==> config.mk <==
export PLATFORM = sky130hd
export DESIGN_NAME = hq_top
export DESIGN_NICKNAME = d
export VERILOG_FILES = /design/src/rtl/hq_pkg.sv /design/src/rtl/hq_fifo.sv /design/src/rtl/hq_irq.sv /design/src/rtl/hq_plainregs.sv /design/src/rtl/hq_top.sv
export SDC_FILE = /design/constraint.sdc
export NUM_CORES = 1
export LEC_CHECK = 0
export BUFFER_PORTS_ARGS = -buffer_cell sky130_fd_sc_hd__buf_2
export CAP_MARGIN = 20
export CORE_ASPECT_RATIO = 1.2
export CORE_MARGIN = 1.5
export CORE_UTILIZATION = 53
export CTS_CLUSTER_DIAMETER = 50
export DETAILED_ROUTE_END_ITERATION = 8
export PLACE_DENSITY_LB_ADDON = 0.2
export SLEW_MARGIN = 20
export SYNTH_ARGS = -nofsm -noshare
export SYNTH_HDL_FRONTEND = slang
export SYNTH_HIERARCHICAL = 1
export SYNTH_SLANG_ARGS = --single-unit
==> constraint.sdc <==
create_clock -name clk -period 4.1 [get_ports clk]
set_input_delay 0.82 -clock clk [delete_from_list [all_inputs] [get_ports clk]]
set_output_delay 0.82 -clock clk [all_outputs]
set_load 0.005 [all_outputs]
==> src/rtl/hq_pkg.sv <==
package hq_pkg;

  localparam logic [15:0] OFF_DOORBELL = 16'h0020;
  localparam logic [15:0] OFF_STATUS   = 16'h0030;
  localparam logic [15:0] OFF_MASK     = 16'h0034;
  localparam logic [15:0] OFF_REQ      = 16'h0040;
  localparam logic [15:0] OFF_RPL      = 16'h0044;
  localparam logic [15:0] OFF_SCRATCH  = 16'h00B0;

  localparam logic [31:0] EMPTY_WORD = 32'hFFFF_FFFF;
  localparam logic [31:0] MASK_RESET = 32'h0000_0008;
  localparam int          PEND_BIT   = 3;
  localparam int          OVF_BIT    = 0;

  typedef enum logic [2:0] {
    RID_NONE,
    RID_DOORBELL,
    RID_STATUS,
    RID_MASK,
    RID_REQ,
    RID_RPL,
    RID_SCRATCH
  } reg_id_e;

  // Offset to register identity; anything not listed is unmapped.
  function automatic reg_id_e decode_reg(input logic [15:0] off);
    reg_id_e id;
    case (off)
      OFF_DOORBELL: id = RID_DOORBELL;
      OFF_STATUS:   id = RID_STATUS;
      OFF_MASK:     id = RID_MASK;
      OFF_REQ:      id = RID_REQ;
      OFF_RPL:      id = RID_RPL;
      OFF_SCRATCH:  id = RID_SCRATCH;
      default:      id = RID_NONE;
    endcase
    return id;
  endfunction

  // Packs the status word from its two flags.
  function automatic logic [31:0] status_word(input logic pending, input logic ovf);
    logic [31:0] w;
    w = '0;
    w[PEND_BIT] = pending;
    w[OVF_BIT]  = ovf;
    return w;
  endfunction

  // Interrupt line: replies waiting and the reply bit not masked.
  function automatic logic irq_level(input logic pending, input logic [31:0] mask);
    return pending && !mask[PEND_BIT];
  endfunction

endpackage

==> src/rtl/hq_fifo.sv <==
module hq_fifo #(
  parameter int DEPTH = 4,
  parameter int WIDTH = 32,
  localparam int AW = (DEPTH > 1) ? $clog2(DEPTH) : 1,
  localparam int CW = AW + 1
) (
  input  logic             clk,
  input  logic             rst_n,
  input  logic             push,
  input  logic [WIDTH-1:0] push_data,
  input  logic             pop,
  output logic [WIDTH-1:0] head,
  output logic             empty,
  output logic             full,
  output logic [CW-1:0]    count
);

  logic [WIDTH-1:0] mem [DEPTH];
  logic [CW-1:0]    wr_ptr, rd_ptr;
  logic             do_push, do_pop;

  assign count   = wr_ptr - rd_ptr;
  assign empty   = (count == '0);
  assign full    = (count == CW'(DEPTH));
  assign do_push = push && !full;
  assign do_pop  = pop && !empty;
  assign head    = mem[rd_ptr[AW-1:0]];

  always_ff @(posedge clk) begin
    if (!rst_n) begin
      wr_ptr <= '0;
      rd_ptr <= '0;
    end else begin
      if (do_push) wr_ptr <= wr_ptr + CW'(1);
      if (do_pop)  rd_ptr <= rd_ptr + CW'(1);
    end
  end

  always_ff @(posedge clk) begin
    if (do_push) mem[wr_ptr[AW-1:0]] <= push_data;
  end

endmodule

==> src/rtl/hq_irq.sv <==
module hq_irq
  import hq_pkg::*;
(
  input  logic        clk,
  input  logic        rst_n,
  input  logic        mask_we,
  input  logic [31:0] wdata,
  input  logic        ovf_set,
  input  logic        rpl_nonempty,
  output logic [31:0] mask_q,
  output logic [31:0] status_q,
  output logic        ovf_q,
  output logic        irq
);

  always_ff @(posedge clk) begin
    if (!rst_n) begin
      mask_q <= MASK_RESET;
      ovf_q  <= 1'b0;
    end else begin
      if (mask_we) mask_q <= wdata;
      if (ovf_set) ovf_q  <= 1'b1;
    end
  end

  assign status_q = status_word(rpl_nonempty, ovf_q);
  assign irq      = irq_level(rpl_nonempty, mask_q);

endmodule

==> src/rtl/hq_plainregs.sv <==
module hq_plainregs (
  input  logic        clk,
  input  logic        rst_n,
  input  logic        db_we,
  input  logic        sp_we,
  input  logic [31:0] wdata,
  output logic [31:0] db_q,
  output logic [31:0] sp_q
);

  always_ff @(posedge clk) begin
    if (!rst_n) begin
      db_q <= '0;
      sp_q <= '0;
    end else begin
      if (db_we) db_q <= wdata;
      if (sp_we) sp_q <= wdata;
    end
  end

endmodule

==> src/rtl/hq_top.sv <==
module hq_top
  import hq_pkg::*;
#(
  parameter int ADDR_W    = 8,
  parameter int REQ_DEPTH = 4,
  parameter int RPL_DEPTH = 4,
  localparam int REQ_CW = ((REQ_DEPTH > 1) ? $clog2(REQ_DEPTH) : 1) + 1,
  localparam int RPL_CW = ((RPL_DEPTH > 1) ? $clog2(RPL_DEPTH) : 1) + 1
) (
  input  logic              clk,
  input  logic              rst_n,
  input  logic              bus_sel,
  input  logic              bus_wr,
  input  logic [ADDR_W-1:0] bus_addr,
  input  logic [31:0]       bus_wdata,
  output logic [31:0]       bus_rdata,
  output logic              bus_ready,
  output logic              cmd_valid,
  output logic [31:0]       cmd_addr,
  input  logic              cmd_ready,
  input  logic              cpl_valid,
  input  logic [31:0]       cpl_tag,
  output logic              cpl_ready,
  output logic [31:0]       ring_bits,
  output logic              irq
);

  // Named internal events, also observed by the checker.
  logic        acc_fire;
  reg_id_e     acc_id;
  logic        wr_fire, rd_fire;
  logic        req_push, req_ovf, req_pop;
  logic        rpl_push, rpl_pop;
  logic        req_empty, req_full, rpl_empty, rpl_full;
  logic [31:0] req_head, rpl_head;
  logic [REQ_CW-1:0] req_count;
  logic [RPL_CW-1:0] rpl_count;
  logic [31:0] mask_q, status_q, db_q, sp_q;
  logic        ovf_q;
  logic [31:0] rd_mux;

  assign acc_fire = bus_sel && !bus_ready;
  assign acc_id   = decode_reg(16'(bus_addr));
  assign wr_fire  = acc_fire && bus_wr;
  assign rd_fire  = acc_fire && !bus_wr;

  assign req_push = wr_fire && (acc_id == RID_REQ) && !req_full;
  assign req_ovf  = wr_fire && (acc_id == RID_REQ) && req_full;
  assign req_pop  = cmd_valid && cmd_ready;
  assign rpl_push = cpl_valid && cpl_ready;
  assign rpl_pop  = rd_fire && (acc_id == RID_RPL) && !rpl_empty;

  hq_fifo #(.DEPTH(REQ_DEPTH), .WIDTH(32)) u_req_q (
    .clk(clk), .rst_n(rst_n),
    .push(req_push), .push_data(bus_wdata),
    .pop(req_pop), .head(req_head),
    .empty(req_empty), .full(req_full), .count(req_count)
  );

  hq_fifo #(.DEPTH(RPL_DEPTH), .WIDTH(32)) u_rpl_q (
    .clk(clk), .rst_n(rst_n),
    .push(rpl_push), .push_data(cpl_tag),
    .pop(rpl_pop), .head(rpl_head),
    .empty(rpl_empty), .full(rpl_full), .count(rpl_count)
  );

  hq_irq u_irq (
    .clk(clk), .rst_n(rst_n),
    .mask_we(wr_fire && (acc_id == RID_MASK)),
    .wdata(bus_wdata),
    .ovf_set(req_ovf),
    .rpl_nonempty(!rpl_empty),
    .mask_q(mask_q), .status_q(status_q), .ovf_q(ovf_q), .irq(irq)
  );

  hq_plainregs u_plain (
    .clk(clk), .rst_n(rst_n),
    .db_we(wr_fire && (acc_id == RID_DOORBELL)),
    .sp_we(wr_fire && (acc_id == RID_SCRATCH)),
    .wdata(bus_wdata),
    .db_q(db_q), .sp_q(sp_q)
  );

  always_comb begin
    case (acc_id)
      RID_DOORBELL: rd_mux = db_q;
      RID_STATUS:   rd_mux = status_q;
      RID_MASK:     rd_mux = mask_q;
      RID_RPL:      rd_mux = rpl_empty ? EMPTY_WORD : rpl_head;
      RID_SCRATCH:  rd_mux = sp_q;
      default:      rd_mux = '0;
    endcase
  end

  always_ff @(posedge clk) begin
    if (!rst_n) begin
      bus_ready <= 1'b0;
      bus_rdata <= '0;
    end else begin
      bus_ready <= acc_fire;
      bus_rdata <= rd_fire ? rd_mux : '0;
    end
  end

  assign cmd_valid = !req_empty;
  assign cmd_addr  = req_head;
  assign cpl_ready = !rpl_full;
  assign ring_bits = db_q;

endmodule

==> results_dict.tcl <==
set metrics [dict create \
    power.leakage_nw 6.30 \
    worst_pin_slew_ns 1.09 \
    grt_setup_unrepaired "no" \
    multiInputGateArea_sq_um 5370 \
    dp_slack_ns 0.935 \
    hold_path_startpoint "u_irq/ovf_q" \
    antenna_left 0 \
    rows 70 \
    antenna_found_initial 5 \
    dr.pass1.iters 5 \
    ios 178 \
    final_util_pct 62.0 \
    status "complete, no violations" \
    dp_cells 1621 \
    grt_pass1_wl_mm 52.5 \
    drtIter0Drc 601 \
    clockBufferDepth 3 \
    combPwrFrac_pct 3.7 \
    cap_violations 0 \
    setup_ws_ns 0.615 \
    cp.arrival_ns 2.67 \
    cp_max_fo 6 \
    clock_sinks 402 \
    p_switching_w 0.00172 \
    grt.total_usage_pct 21.4 \
    totalPowerFinal_w 0.00840 \
    slew_viol_final 0 \
    internal-power_w 0.00667 \
    final_nets 1360 \
    seqPwrFrac_pct 52.2 \
    crit_type "reg2out" \
    cts_buffers 41 \
    critPathLaunchType "flip-flop" \
    path_clk_slew_ns 0.06 \
    cts_hold_buffers 0 \
    vias 9298 \
    regArea_sq_um 10600 \
    fin_skew_ns 0.0139 \
    worstPathRequired_ns 3.28 \
    hold_viol 0 \
    setup_violations 0 \
    yosys_warnings 6 \
    syn_area_sq_um 16600 \
    cts-resized-gates 0 \
    grt_overflow_total 0 \
    syn2layout_area_growth_pct 14.5 \
    p_sw_share_pct 20.5 \
    core_area_sq_um 30700 \
    slew_headroom_pct 27.4 \
    max_freq_mhz 287 \
    fin_crit_ns 3.49 \
    synthCells 1093 \
    post-route-period-util_pct 85.0 \
    grt_pass1_vias 9236 \
    fill_cells 2345 \
    vias_per_cell 5.48 \
    tns_ns 0 \
    critPathLaunch "u_rpl_q/wr_ptr[0]" \
    die-area_sq_um 32400 \
    post-cts-setup-buffers 0 \
    place_congestion 0.760 \
    initial_core_util_pct 54.2 \
    grt_max_degree 124 \
    port-buffer-count 177 \
    die_y_um 197 \
    drcViolationCount 0 \
    die_w_um 165 \
    hpwl_mm 22.5 \
    cts-htree-levels 2 \
    reg2reg_from "u_rpl_q/wr_ptr[0]" \
    cts_root_buf "clkbuf_16" \
    fin_cells 1698 \
    syn_area_per_cell_sq_um 15.2 \
    tritoncts "yes" \
    clkLatencyLatePin_ns 0.53 \
    p_per_area_nw_per_um2 442 \
    drive_gt1_share_pct 29.1 \
    ir_worst_vdd_uv 419 \
    wire_per_inst_um 20.3 \
    power_frac_clock_pct 44.1 \
    hp-class "reg2reg" \
    totalWireLength_mm 34.5 \
    crit_path_end_kind "output port" \
]
==> final timing paths <==
check	to	slack, ns	cells after the start
setup reg to reg	u_rpl_q/mem[1][26]	0.92	10
setup / recovery	irq	0.61	8
hold reg to reg	u_irq/ovf_q	0.48	1
hold / removal	u_irq/ovf_q	0.48	1
==> layer usage <==
metal / GRT usage [%] / vias up / routed length (um)
li1: - / 4407 / -
met1: 29.7 / 4633 / 15400
met2: 35.0 / 204 / 16800
met3: 4.08 / 48 / 1640
met4: 5.57 / 6 / 613
met5: 0 / - / 34
==> cells in the final DEF (no fill, tap or decap), types with 3 or more instances in the layout <==
| master | count |
|---|---|
| buf_2 | 177 |
| a21boi_0 | 5 |
| nand3b_1 | 10 |
| mux2i_1 | 108 |
| clkinv_1 | 8 |
| o21ai_1 | 3 |
| nor2_1 | 3 |
| nor2b_1 | 101 |
| clkbuf_8 | 3 |
| a311o_1 | 27 |
| mux4_2 | 64 |
| clkinv_2 | 7 |
| a21oi_1 | 35 |
| o21ai_0 | 35 |
| inv_1 | 15 |
| nand2b_1 | 9 |
| and2_1 | 8 |
| clkbuf_1 | 6 |
| ha_1 | 12 |
| a22oi_1 | 27 |
| a21oi_2 | 30 |
| bufinv_16 | 3 |
| conb_1 | 30 |
| nand2_1 | 58 |
| o21a_1 | 3 |
| buf_4 | 28 |
| edfxtp_1 | 256 |
| clkbuf_16 | 44 |
| dfxtp_1 | 144 |
==> registers in the layout, summed over array words and instances (netlist names), named ones only <==
signal / count
u_req_q/mem: 128
u_rpl_q/mem: 128
bus_rdata: 32
u_irq/mask_q: 32
u_plain/db_q: 32
u_plain/sp_q: 32
u_req_q/rd_ptr: 3
u_req_q/wr_ptr: 3
u_rpl_q/rd_ptr: 3
u_rpl_q/wr_ptr: 3
bus_ready: 1
u_irq/ovf_q: 1
==> power groups by stage <==
stage | clock (W) | combinational [W] | sequential (W)
finish | 0.00370 | 0.000314 | 0.00438
global route | 0.00394 | 0.000343 | 0.00438
CTS | 0.00376 | 0.000316 | 0.00438
detailed placement | 0 | 0.000315 | 0.00447
global placement | 0 | 0.000310 | 0.00447
floorplan | 0 | 0.000187 | 0.00447
==> critical path, stage by stage (launching register included) <==
cell     delay, ns
dfxtp_1       0.38
inv_1         0.11
ha_1          0.22
fa_1          0.38
xor3_2        0.49
nor2_2        0.20
inv_1         0.08
nor2b_1       0.15
buf_2         0.13
==> stage by stage <==
| step | hold slack [ns] | cell area, sq um |
|---|---|---|
| global route | 0.504 | 19000 |
| CTS | 0.485 | 19000 |
| floorplan | 0.442 | 16700 |
| detailed placement | 0.470 | 17600 |
| global placement | 0.454 | 17600 |
| finish | 0.482 | 19000 |
==> final cells by class <==
class	instances	share of cell area, %
diodes	2	0.0263
multi-input cells	602	28.2
clock buffers	53	6.13
repair buffers	206	5.87
well taps	396	2.61
inverters	15	0.296
flip-flops and latches	402	55.8
clock inverters	22	1.01
Power figures use the tool's default switching activity.
